File: src/rtl/pwm_tb_pkg.sv
package pwm_tb_pkg;

    localparam int CTL_W  = 16;
    localparam int HDIV_W = 3;
    localparam int CDIV_W = 3;

    typedef enum logic [1:0] {
        CM_UP     = 2'b00,
        CM_DOWN   = 2'b01,
        CM_UPDN   = 2'b10,
        CM_FREEZE = 2'b11
    } cnt_mode_e;

    typedef enum logic [1:0] {
        HALT_NOW       = 2'b00,
        HALT_CYCLE_END = 2'b01,
        HALT_RSVD      = 2'b10,
        HALT_IGNORE    = 2'b11
    } halt_mode_e;

    typedef struct packed {
        halt_mode_e          halt;
        logic [CDIV_W-1:0]   cdiv;
        logic [HDIV_W-1:0]   hdiv;
        logic                imm_ld;
        cnt_mode_e           mode;
    } tb_ctl_t;

    localparam tb_ctl_t CTL_RST = '{
        halt:   HALT_NOW,
        cdiv:   '0,
        hdiv:   '0,
        imm_ld: 1'b0,
        mode:   CM_FREEZE
    };

    // Field positions are fixed by the control word layout.
    function automatic tb_ctl_t unpack_ctl(input logic [CTL_W-1:0] w);
        tb_ctl_t c;
        c.mode   = cnt_mode_e'(w[1:0]);
        c.imm_ld = w[3];
        c.hdiv   = w[9:7];
        c.cdiv   = w[12:10];
        c.halt   = halt_mode_e'(w[15:14]);
        return c;
    endfunction

endpackage

File: src/rtl/pwm_ctl_reg.sv
module pwm_ctl_reg
    import pwm_tb_pkg::*;
(
    input  logic             clk,
    input  logic             srst,
    input  logic             wr_i,
    input  logic [CTL_W-1:0] wdata_i,
    output tb_ctl_t          ctl_o
);
    tb_ctl_t ctl_d, ctl_q;

    always_comb begin
        ctl_d = ctl_q;
        if (wr_i) ctl_d = unpack_ctl(wdata_i);
    end

    always_ff @(posedge clk) begin
        if (srst) ctl_q <= CTL_RST;
        else      ctl_q <= ctl_d;
    end

    assign ctl_o = ctl_q;
endmodule

File: src/rtl/pwm_div_stage.sv
module pwm_div_stage #(
    parameter int W = 4
) (
    input  logic         clk,
    input  logic         srst,
    input  logic         en_i,
    input  logic [W-1:0] last_i,
    output logic         term_o
);
    typedef struct packed {
        logic [W-1:0] cnt;
    } st_t;

    st_t st_d, st_q;
    logic at_last;

    always_comb begin
        st_d    = st_q;
        at_last = (st_q.cnt >= last_i);
        if (en_i) begin
            if (at_last) st_d.cnt = '0;
            else         st_d.cnt = st_q.cnt + 1'b1;
        end
    end

    always_ff @(posedge clk) begin
        if (srst) st_q <= '0;
        else      st_q <= st_d;
    end

    assign term_o = en_i && at_last;
endmodule

File: src/rtl/pwm_prescaler.sv
module pwm_prescaler
    import pwm_tb_pkg::*;
(
    input  logic              clk,
    input  logic              srst,
    input  logic [HDIV_W-1:0] hdiv_i,
    input  logic [CDIV_W-1:0] cdiv_i,
    output logic              tick_o
);
    localparam int S1_W = HDIV_W + 1;
    localparam int S2_W = (1 << CDIV_W) - 1;

    logic [S1_W-1:0] last1;
    logic [S2_W-1:0] last2;
    logic            s1_term;

    always_comb begin
        if (hdiv_i == '0) last1 = '0;
        else              last1 = {hdiv_i, 1'b0} - 1'b1;
        last2 = (S2_W'(1) << cdiv_i) - 1'b1;
    end

    pwm_div_stage #(.W(S1_W)) u_hs (
        .clk(clk), .srst(srst), .en_i(1'b1), .last_i(last1), .term_o(s1_term)
    );

    pwm_div_stage #(.W(S2_W)) u_pw (
        .clk(clk), .srst(srst), .en_i(s1_term), .last_i(last2), .term_o(tick_o)
    );
endmodule

File: src/rtl/pwm_period_buf.sv
module pwm_period_buf #(
    parameter int W = 16
) (
    input  logic         clk,
    input  logic         srst,
    input  logic         wr_i,
    input  logic [W-1:0] wdata_i,
    input  logic         imm_i,
    input  logic         zero_load_i,
    output logic [W-1:0] prd_o
);
    typedef struct packed {
        logic [W-1:0] shadow;
        logic [W-1:0] active;
    } st_t;

    st_t st_d, st_q;

    always_comb begin
        st_d = st_q;
        if (zero_load_i) st_d.active = st_q.shadow;
        if (wr_i) begin
            st_d.shadow = wdata_i;
            if (imm_i) st_d.active = wdata_i;
        end
    end

    always_ff @(posedge clk) begin
        if (srst) st_q <= '0;
        else      st_q <= st_d;
    end

    assign prd_o = st_q.active;
endmodule

File: src/rtl/pwm_count_core.sv
module pwm_count_core
    import pwm_tb_pkg::*;
#(
    parameter int W = 16
) (
    input  logic         clk,
    input  logic         srst,
    input  logic         tick_i,
    input  cnt_mode_e    mode_i,
    input  halt_mode_e   halt_sel_i,
    input  logic         halt_i,
    input  logic [W-1:0] prd_i,
    output logic [W-1:0] cnt_o,
    output logic         up_o,
    output logic         zero_evt_o,
    output logic         prd_evt_o,
    output logic         zero_load_o
);
    typedef struct packed {
        logic [W-1:0] cnt;
        logic         up;
        logic         ez;
        logic         ep;
    } st_t;

    st_t  st_d, st_q;
    logic hold, step;

    always_comb begin
        st_d = st_q;
        unique case (halt_sel_i)
            HALT_NOW:       hold = halt_i;
            HALT_CYCLE_END: hold = halt_i && (st_q.cnt == '0);
            default:        hold = 1'b0;
        endcase
        step = tick_i && (mode_i != CM_FREEZE) && !hold;

        if (step) begin
            unique case (mode_i)
                CM_UP: begin
                    st_d.up  = 1'b1;
                    st_d.cnt = (st_q.cnt >= prd_i) ? '0 : st_q.cnt + 1'b1;
                end
                CM_DOWN: begin
                    st_d.up  = 1'b0;
                    st_d.cnt = (st_q.cnt == '0) ? prd_i : st_q.cnt - 1'b1;
                end
                CM_UPDN: begin
                    if (st_q.up) begin
                        if (st_q.cnt >= prd_i) begin
                            st_d.up  = 1'b0;
                            st_d.cnt = (st_q.cnt == '0) ? '0 : st_q.cnt - 1'b1;
                        end else begin
                            st_d.cnt = st_q.cnt + 1'b1;
                        end
                    end else begin
                        if (st_q.cnt == '0) begin
                            st_d.up  = 1'b1;
                            st_d.cnt = (prd_i == '0) ? '0 : W'(1);
                        end else begin
                            st_d.cnt = st_q.cnt - 1'b1;
                        end
                    end
                end
                default: ;
            endcase
        end

        st_d.ez = step && (st_d.cnt == '0);
        st_d.ep = step && (st_d.cnt == prd_i);
    end

    always_ff @(posedge clk) begin
        if (srst) st_q <= '{cnt: '0, up: 1'b1, ez: 1'b0, ep: 1'b0};
        else      st_q <= st_d;
    end

    assign cnt_o       = st_q.cnt;
    assign up_o        = st_q.up;
    assign zero_evt_o  = st_q.ez;
    assign prd_evt_o   = st_q.ep;
    assign zero_load_o = st_d.ez;
endmodule

File: src/rtl/pwm_timebase.sv
module pwm_timebase
    import pwm_tb_pkg::*;
#(
    parameter int CNT_W = 16
) (
    input  logic             clk,
    input  logic             srst,
    input  logic             ctl_wr_i,
    input  logic [15:0]      ctl_wdata_i,
    input  logic             prd_wr_i,
    input  logic [CNT_W-1:0] prd_wdata_i,
    input  logic             halt_i,
    output logic [CNT_W-1:0] cnt_o,
    output logic             cnt_up_o,
    output logic             zero_evt_o,
    output logic             prd_evt_o
);
    tb_ctl_t          ctl;
    logic             tick;
    logic             zero_load;
    logic [CNT_W-1:0] prd_act;

    pwm_ctl_reg u_ctl (
        .clk(clk), .srst(srst), .wr_i(ctl_wr_i), .wdata_i(ctl_wdata_i), .ctl_o(ctl)
    );

    pwm_prescaler u_psc (
        .clk(clk), .srst(srst), .hdiv_i(ctl.hdiv), .cdiv_i(ctl.cdiv), .tick_o(tick)
    );

    pwm_period_buf #(.W(CNT_W)) u_prd (
        .clk(clk), .srst(srst), .wr_i(prd_wr_i), .wdata_i(prd_wdata_i),
        .imm_i(ctl.imm_ld), .zero_load_i(zero_load), .prd_o(prd_act)
    );

    pwm_count_core #(.W(CNT_W)) u_core (
        .clk(clk), .srst(srst), .tick_i(tick), .mode_i(ctl.mode),
        .halt_sel_i(ctl.halt), .halt_i(halt_i), .prd_i(prd_act),
        .cnt_o(cnt_o), .up_o(cnt_up_o), .zero_evt_o(zero_evt_o),
        .prd_evt_o(prd_evt_o), .zero_load_o(zero_load)
    );
endmodule

File: config.mk
export PLATFORM = sky130hd
export DESIGN_NAME = pwm_timebase
export DESIGN_NICKNAME = d
export VERILOG_FILES = /design/src/rtl/pwm_tb_pkg.sv /design/src/rtl/pwm_ctl_reg.sv /design/src/rtl/pwm_div_stage.sv /design/src/rtl/pwm_prescaler.sv /design/src/rtl/pwm_period_buf.sv /design/src/rtl/pwm_count_core.sv /design/src/rtl/pwm_timebase.sv
export SDC_FILE = /design/constraint.sdc
export NUM_CORES = 1
export LEC_CHECK = 0
export ABC_CLOCK_PERIOD_IN_PS = 4900
export CAP_MARGIN = 15
export CORE_ASPECT_RATIO = 2
export CORE_MARGIN = 5
export CORE_UTILIZATION = 35
export CTS_CLUSTER_DIAMETER = 150
export DETAILED_ROUTE_END_ITERATION = 12
export PLACE_DENSITY = 0.51
export SLEW_MARGIN = 20
export SYNTH_ARGS = -nofsm -noshare
export SYNTH_HDL_FRONTEND = slang
export SYNTH_SLANG_ARGS = --single-unit
File: constraint.sdc
create_clock -name clk -period 4.9 [get_ports clk]
set_clock_uncertainty 0.05 [all_clocks]
set_input_delay 1.225 -clock clk [delete_from_list [all_inputs] [get_ports clk]]
set_output_delay 1.225 -clock clk [all_outputs]
set_load 0.005 [all_outputs]
# Yosys cells after proc, flatten, opt, wreduce, memory -nomap -nowiden

Cells that the tools add are included.
W data, S select, Z words.

Register bits after elaboration: 73
Output and inout bits: 19

Add/sub/neg operators: 6
Muxes and demuxes: 17
Equal/unequal tests: 5
Shift operators: 1
Order comparisons: 3
Reductions and logical operators: 16

Operator list:

| cell                    | count |
|---|---|
| $mux W16                | 8 |
| $pmux W17 S3            | 1 |
| $logic_not A16 Y1       | 3 |
| $mux W17                | 2 |
| $add A16 B1 Y16 const B | 1 |
| $eq A16 B16 Y1          | 1 |
| $ge A16 B16 Y1          | 1 |
| $sub A16 B1 Y16 const B | 1 |
| $add A7 B1 Y7 const B   | 1 |
| $ge A7 B7 Y1            | 1 |
| $mux W7                 | 1 |
| $shl A1 B3 Y7 const A   | 1 |
| $sub A7 B1 Y7 const B   | 1 |
| $logic_and A1 B1 Y1     | 6 |
| $add A4 B1 Y4 const B   | 1 |
| $eq A2 B1 Y1 const B    | 2 |
| $ge A4 B4 Y1            | 1 |
| $logic_not A2 Y1        | 2 |
| $mux W4                 | 1 |
| $sub A4 B1 Y4 const B   | 1 |
| $logic_not A3 Y1        | 1 |
| $mux W1                 | 3 |
| $reduce_bool A3 Y1      | 1 |
| $eq A2 B2 Y1 const B    | 1 |
| other kinds (5)         | 5 |

# Depth between registers and ports, before layout

Depth after elaboration: 12
Depth in mapped cells: 16
Gate-level depth less buffers: 12

# By module

A second synthesis with hierarchy kept.

Cells, all modules: 764
Area total of the unflattened synthesis: 6,148.4 um^2

Modules (own cells, without submodules):

| module                      | area an instance (um^2) | cells each | instances |
|---|---|---|---|
| pwm_count_core              | 3,261.9                 | 478        | 1 |
| pwm_period_buf              | 1,554.0                 | 140        | 1 |
| pwm_div_stage at u_psc.u_pw | 509.2                   | 59         | 1 |
| pwm_ctl_reg                 | 392.9                   | 35         | 1 |
| pwm_div_stage at u_psc.u_hs | 324.1                   | 35         | 1 |
| pwm_prescaler               | 106.4                   | 17         | 1 |

# Worst setup path before layout

OpenSTA, ideal clock, no wires.

Path kind: register -> register
Start point: register u_ctl.ctl_q, in the netlist u_ctl.ctl_o[3]
End point: register u_prd.st_q, in the netlist u_prd.prd_o[15]
Cell stages (with the launch flop): 15
Buffers on the path: 2
Period minus slack after synthesis: 3.999 ns
Arrival time: 3.816 ns
Slack: 0.901 ns
Cells stage by stage: dfxtp_1 or3_1 ha_1 nand2b_1 a2111oi_0 nor3_1 o211ai_2 or2_2 nor4_1 nand3_1 or4_1 buf_2 buf_6 o21ai_1 a211oi_1

Word-level cells in the longest chain between the ends: 12
Elaborated cells between the ends (all ways): 13

Ends and longest elaborated chain:

| element                                                  | RTL line                                 | text |
|---|---|---|
| from (decl)                                              | pwm_ctl_reg.sv:10                        | `tb_ctl_t ctl_d, ctl_q;` |
| from (signal assigned)                                   | pwm_ctl_reg.sv:19                        | `else ctl_q <= ctl_d;` |
| $sub A4 B1 Y4 / $logic_not A3 Y1 (equally long branches) | pwm_prescaler.sv:19, pwm_prescaler.sv:18 |  |
| $mux W4 (*)                                              | pwm_prescaler.sv:18                      | `if (hdiv_i == '0) last1 = '0;` |
| $ge A4 B4 Y1 (*)                                         | pwm_div_stage.sv:19                      | `at_last = (st_q.cnt >= last_i);` |
| $logic_and A1 B1 Y1 (*)                                  | pwm_div_stage.sv:31                      | `assign term_o = en_i && at_last;` |
| $logic_and A1 B1 Y1 (*) (2 in series)                    | pwm_count_core.sv:36                     | `step = tick_i && (mode_i != CM_FREEZE) && !hold;` |
| $mux W17                                                 | pwm_count_core.sv:38                     | `if (step) begin` |
| $logic_not A16 Y1                                        | pwm_count_core.sv:69                     | `st_d.ez = step && (st_d.cnt == '0);` |
| $logic_and A1 B1 Y1 (*)                                  | pwm_count_core.sv:69                     |  |
| $mux W16 (*)                                             | pwm_period_buf.sv:21                     | `if (zero_load_i) st_d.active = st_q.shadow;` |
| $mux W16                                                 | pwm_period_buf.sv:24                     | `if (imm_i) st_d.active = wdata_i;` |
| $mux W16 (*)                                             | pwm_period_buf.sv:22                     | `if (wr_i) begin` |
| to (signal assigned)                                     | pwm_period_buf.sv:30                     | `else st_q <= st_d;` |
| to (decl)                                                | pwm_period_buf.sv:17                     | `st_t st_d, st_q;` |

Mark *: on every way between the ends. The rest lies on a longest branch, timed or not.
A chain may end at the register's enable or synchronous reset.

# Final worst setup path

Start point: register u_prd.st_q, in the netlist u_prd.prd_o[14]
End point: register u_prd.st_q, in the netlist u_prd.prd_o[0]

Word-level cells in the longest chain between the ends: 11
Elaborated cells between the ends (all ways): 15

Ends and longest elaborated chain:

| element                                                | RTL line             | text |
|---|---|---|
| branches (longest 4 deep; another with $ge A16 B16 Y1) | -                    |  |
| $pmux W17 S3 (*)                                       | pwm_count_core.sv:39 | `unique case (mode_i)` |
| $mux W17 (*)                                           | pwm_count_core.sv:38 |  |
| $logic_not A16 Y1 (*)                                  | pwm_count_core.sv:69 |  |
| $logic_and A1 B1 Y1 (*)                                | pwm_count_core.sv:69 |  |
| $mux W16 (*)                                           | pwm_period_buf.sv:21 |  |
| $mux W16                                               | pwm_period_buf.sv:24 |  |
| $mux W16 (*)                                           | pwm_period_buf.sv:22 |  |

Every way passes the cells marked *.

==> impl_results.rst <==
.. list-table::
   :header-rows: 1

   * - Metric
     - Value
   * - Top Family by Delay on Critical Path
     - simple AND/OR/NAND/NOR gates
   * - Number of distinct standard cells referenced by the synthesized netlist
     - 67
   * - Actual transition at the worst max-transition pin
     - 1.06 ns
   * - Yosys warns
     - 0
   * - Synthesized area per cell
     - 7.96 sq um
   * - Pins over their slew limit
     - 0
   * - Biggest fanout along the worst timing path
     - 17
   * - Placed instance count
     - 902
   * - Ratio of cells with drive above 1 in the final layout
     - 0.118
   * - All-Layer GR Usage
     - 0.212
   * - Die X-Extent
     - 95.9 microns
   * - Netlist area before placement
     - 0.00517 sq mm
   * - Pin count of the biggest net entering global routing
     - 51
   * - TritonCTS clock tree
     - done
   * - Post-synthesis cell count
     - 649
   * - Launching element type of the critical path
     - flip-flop
   * - Run status
     - completed
   * - Most Frequent Cell on Critical Path
     - sky130_fd_sc_hd__buf_4
   * - Detailed placer's ending HPWL
     - 13,400 microns
   * - Hold WC Path Type
     - flip-flop to flip-flop
   * - Post-cts repair resize count
     - 0
   * - Drt first-iter violations
     - 498
   * - Clock sinks
     - 73
   * - VDD IR max
     - 190 uV
   * - Routed wirelength normalized by instance count
     - 20.0 microns
   * - WL met3
     - 1180 microns
   * - Floorplan die height
     - 182 microns
   * - Routed Antenna Nets
     - 0
   * - Clock buffers created by TritonCTS
     - 9
   * - Floorplan die area
     - 0.0174 sq mm
   * - Primary FF master, synth
     - sky130_fd_sc_hd__dfxtp_1
   * - Buf+Inv Stages, Crit Path
     - 4
   * - Nets in the synthesized netlist
     - 717
   * - First-pass GRT wire length
     - 28,500 microns
   * - Cell-by-cell listing of the critical path
     - inv_1 -> ha_1 -> nand4_1 -> nor4_1 -> buf_4 -> o31ai_1 -> buf_4 -> a31oi_1 -> a221oi_1 -> or4_1 -> nand3_1 -> nor4_4 -> buf_4 -> a31o_2 -> o221a_2
   * - Final count of negative-setup-slack endpoints
     - 0
   * - Final weighted congestion in routability-driven placement
     - 0.921
   * - Summed area of non-filler cells in the final layout
     - 0.00639 sq mm
   * - Highest layer used for signal routing
     - met5
   * - Count of state elements after synthesis
     - 73
   * - Leakage Power
     - 2.52 nW
   * - Pwr/cell area
     - 302 mW/mm^2
   * - Fill cell instance count of the final layout
     - 1,529
   * - Finished Layout Cells
     - 918
   * - Post-synth ARST share
     - 0
   * - Number of enable-type register cells in the synthesized netlist
     - 0
   * - Maximum level of the CTS H-tree
     - 3
   * - Final number of hold-violating endpoints
     - 0
   * - Total power after layout
     - 0.00193 W
   * - Port bufs
     - 50
   * - Cell with the largest stage delay on the worst path
     - sky130_fd_sc_hd__or4_1
   * - Root buffer cell
     - sky130_fd_sc_hd__clkbuf_16
   * - RSZ-0062 raised after global routing
     - false
   * - Critical path capture point type
     - flip-flop
   * - Starting utilization of the core area
     - 0.352
   * - Met1 Wirelength
     - 7650 microns
   * - Clock latency at the later pin of the worst-skew pair
     - 0.34 ns
   * - Detail Route met2 WL
     - 8770 microns
   * - Antenna violations before repair
     - 1
   * - Diode insertion count for antenna repair
     - 0
   * - # hold bufs at CTS
     - 0
   * - Buffer levels on the longest clock path
     - 2
   * - Placed inst area
     - 0.00611 sq mm
   * - Worst-case headroom to the max-slew limit
     - 0.292
   * - Required time worst endpoint
     - 5.08 ns
   * - Residual overflow from global routing
     - 0
   * - Buffers inserted by post-CTS timing repair
     - 0
   * - Clk slew on worst S/H paths
     - 0.07 ns
   * - Drt first pass iters
     - 5
   * - Placement row count
     - 63
   * - Core Box Area
     - 0.0147 sq mm
   * - Setup TNS
     - 0 ns
   * - Number of vias in the routed layout
     - 5,294
   * - Post-route DRC violation count
     - 0
   * - Final wirelength
     - 18,300 microns
   * - Critical path class
     - flip-flop to flip-flop
   * - Count of boundary I/O pins
     - 56
   * - # nets final
     - 786
   * - Maximum frequency from static timing analysis
     - 219 MHz
   * - Final critical delay including setup and external delays
     - 4.56 ns
   * - Vias in the first global route
     - 5,049
   * - Routed via count divided by cell count
     - 5.77
   * - Area delta synth->final
     - 23.7%
   * - Share of the yosys chip area belonging to registers
     - 0.283
   * - Data arrival, critical path
     - 4.74 ns
   * - Number of maximum-capacitance constraint violations
     - 0
   * - Stage delay of the slowest cell on the critical path
     - 0.59 ns
   * - Tcrit/Tclk final
     - 0.930
[synthesized netlist by cell type (4+ instances only)]
| cell | number | area share |
|---|---|---|
| sky130_fd_sc_hd__a211o_1 | 4 | 0.0068 |
| sky130_fd_sc_hd__a211oi_1 | 15 | 0.022 |
| sky130_fd_sc_hd__a21oi_1 | 27 | 0.026 |
| sky130_fd_sc_hd__a311oi_1 | 4 | 0.0068 |
| sky130_fd_sc_hd__a31oi_1 | 22 | 0.027 |
| sky130_fd_sc_hd__and2_1 | 6 | 0.0073 |
| sky130_fd_sc_hd__and3_1 | 5 | 0.0061 |
| sky130_fd_sc_hd__and4_1 | 8 | 0.014 |
| sky130_fd_sc_hd__buf_1 | 4 | 0.0029 |
| sky130_fd_sc_hd__buf_2 | 4 | 0.0039 |
| sky130_fd_sc_hd__clkbuf_1 | 32 | 0.023 |
| sky130_fd_sc_hd__dfxtp_1 | 73 | 0.28 |
| sky130_fd_sc_hd__ha_1 | 31 | 0.075 |
| sky130_fd_sc_hd__inv_1 | 29 | 0.021 |
| sky130_fd_sc_hd__mux2i_1 | 31 | 0.060 |
| sky130_fd_sc_hd__nand2_1 | 28 | 0.020 |
| sky130_fd_sc_hd__nand2b_1 | 6 | 0.0073 |
| sky130_fd_sc_hd__nand3_1 | 24 | 0.023 |
| sky130_fd_sc_hd__nand4_1 | 15 | 0.018 |
| sky130_fd_sc_hd__nor2_1 | 83 | 0.060 |
| sky130_fd_sc_hd__nor2b_1 | 5 | 0.0061 |
| sky130_fd_sc_hd__nor3_1 | 19 | 0.018 |
| sky130_fd_sc_hd__nor3b_1 | 4 | 0.0058 |
| sky130_fd_sc_hd__nor4_1 | 15 | 0.018 |
| sky130_fd_sc_hd__o211ai_1 | 4 | 0.0058 |
| sky130_fd_sc_hd__o21ai_0 | 36 | 0.035 |
| sky130_fd_sc_hd__o21ai_1 | 10 | 0.0097 |
| sky130_fd_sc_hd__or3_1 | 5 | 0.0061 |
| sky130_fd_sc_hd__xnor2_1 | 28 | 0.047 |
| sky130_fd_sc_hd__xor2_1 | 12 | 0.020 |
[kinds of logic (layout without fill, tap and decap cells)]
kind of cell,count (synthesis),after routing,synth area share
AOI/OAI and AO/OA,164,164,0.212
xor gates and xnor gates,40,40,0.0678
adders and majority gates,31,31,0.0751
buffers and inverters,72,146,0.0576
DFF,73,73,0.283
muxes,33,33,0.0651
and+or+nand+nor,236,236,0.240
[final timing paths]
path	end	slack [ns]	cells after the start	start
min reg2reg	u_psc.u_hs.st_q[0]$_SDFF_PP0_	0.43	1	u_psc.u_hs.st_q[0]$_SDFF_PP0_
max reg2reg	u_prd.prd_o[0]$_SDFF_PP0_	0.34	15	u_prd.prd_o[14]$_SDFF_PP0_
max	u_prd.prd_o[0]$_SDFF_PP0_	0.34	15	u_prd.prd_o[14]$_SDFF_PP0_
min	u_psc.u_hs.st_q[0]$_SDFF_PP0_	0.43	1	u_psc.u_hs.st_q[0]$_SDFF_PP0_
[where the power goes]
part / switching (W) / total, W / leakage, nW / internal, W
clock network: 0.000306 / 0.000659 / 0.131 / 0.000353
registers: 0.0000371 / 0.000664 / 0.596 / 0.000627
logic: 0.000353 / 0.000610 / 1.79 / 0.000257
total: 0.000696 / 0.00193 / 2.52 / 0.00124
[metrics by stage]
stage	hold WS [ns]	util	worst slack, ns
2_1_floorplan	0.380	-	0.901
3_3_place_gp	0.408	0.416	0.361
3_5_place_dp	0.409	0.416	0.405
4_1_cts	0.425	0.436	0.393
5_1_grt	0.462	0.436	0.0409
6_report	0.426	0.436	0.342
[area by class of cell]
type,instances,area [sq um],area share
clock buffer,9,225,0.0352
clock inverter,7,60.1,0.00940
multi-input combinational,504,3410,0.534
inverter,29,109,0.0170
timing repair buffer,101,878,0.137
sequential,73,1460,0.229
tap,195,244,0.0382
[worst register-to-register path, cell delays in order, from the launching register on]
cell                       delay, ns
sky130_fd_sc_hd__dfxtp_1        0.48
sky130_fd_sc_hd__inv_1          0.13
sky130_fd_sc_hd__ha_1           0.34
sky130_fd_sc_hd__nand4_1        0.26
sky130_fd_sc_hd__nor4_1         0.53
sky130_fd_sc_hd__buf_4          0.20
sky130_fd_sc_hd__o31ai_1        0.09
sky130_fd_sc_hd__buf_4          0.22
sky130_fd_sc_hd__a31oi_1        0.44
sky130_fd_sc_hd__a221oi_1       0.20
sky130_fd_sc_hd__or4_1          0.59
sky130_fd_sc_hd__nand3_1        0.23
sky130_fd_sc_hd__nor4_4         0.06
sky130_fd_sc_hd__buf_4          0.19
sky130_fd_sc_hd__a31o_2         0.22
sky130_fd_sc_hd__o221a_2        0.21
[registers in the layout (all words and copies together) (netlist names)]
name / cells
u_psc.u_pw.st_q: 7
u_core.cnt_o: 16
u_core.prd_evt_o: 1
u_core.up_o: 1
u_prd.prd_o: 16
u_core.zero_evt_o: 1
u_psc.u_hs.st_q: 4
u_ctl.ctl_o: 11
u_prd.st_q: 16
[cells in the final DEF (no fill, tap or decap), types with 14 or more instances in the layout]
cell and count:
sky130_fd_sc_hd__nand2_1 28, sky130_fd_sc_hd__buf_4 51, sky130_fd_sc_hd__nor4_1 15, sky130_fd_sc_hd__a211oi_1 14
sky130_fd_sc_hd__nor2_1 83, sky130_fd_sc_hd__a31oi_1 22, sky130_fd_sc_hd__inv_1 29, sky130_fd_sc_hd__mux2i_1 31
sky130_fd_sc_hd__a21oi_1 27, sky130_fd_sc_hd__nand3_1 24, sky130_fd_sc_hd__ha_1 31, sky130_fd_sc_hd__nand4_1 15
sky130_fd_sc_hd__xnor2_1 28, sky130_fd_sc_hd__nor3_1 19, sky130_fd_sc_hd__clkdlybuf4s50_1 49, sky130_fd_sc_hd__dfxtp_1 73
sky130_fd_sc_hd__o21ai_0 36
[layer usage]
| metal | vias up | global-route usage |
|---|---|---|
| met5 | - | 0 |
| met4 | 2 | 0.0895 |
| met3 | 43 | 0.0410 |
| met2 | 214 | 0.344 |
| met1 | 2504 | 0.269 |
| li1 | 2531 | - |
(Power assumes the default switching activity.)
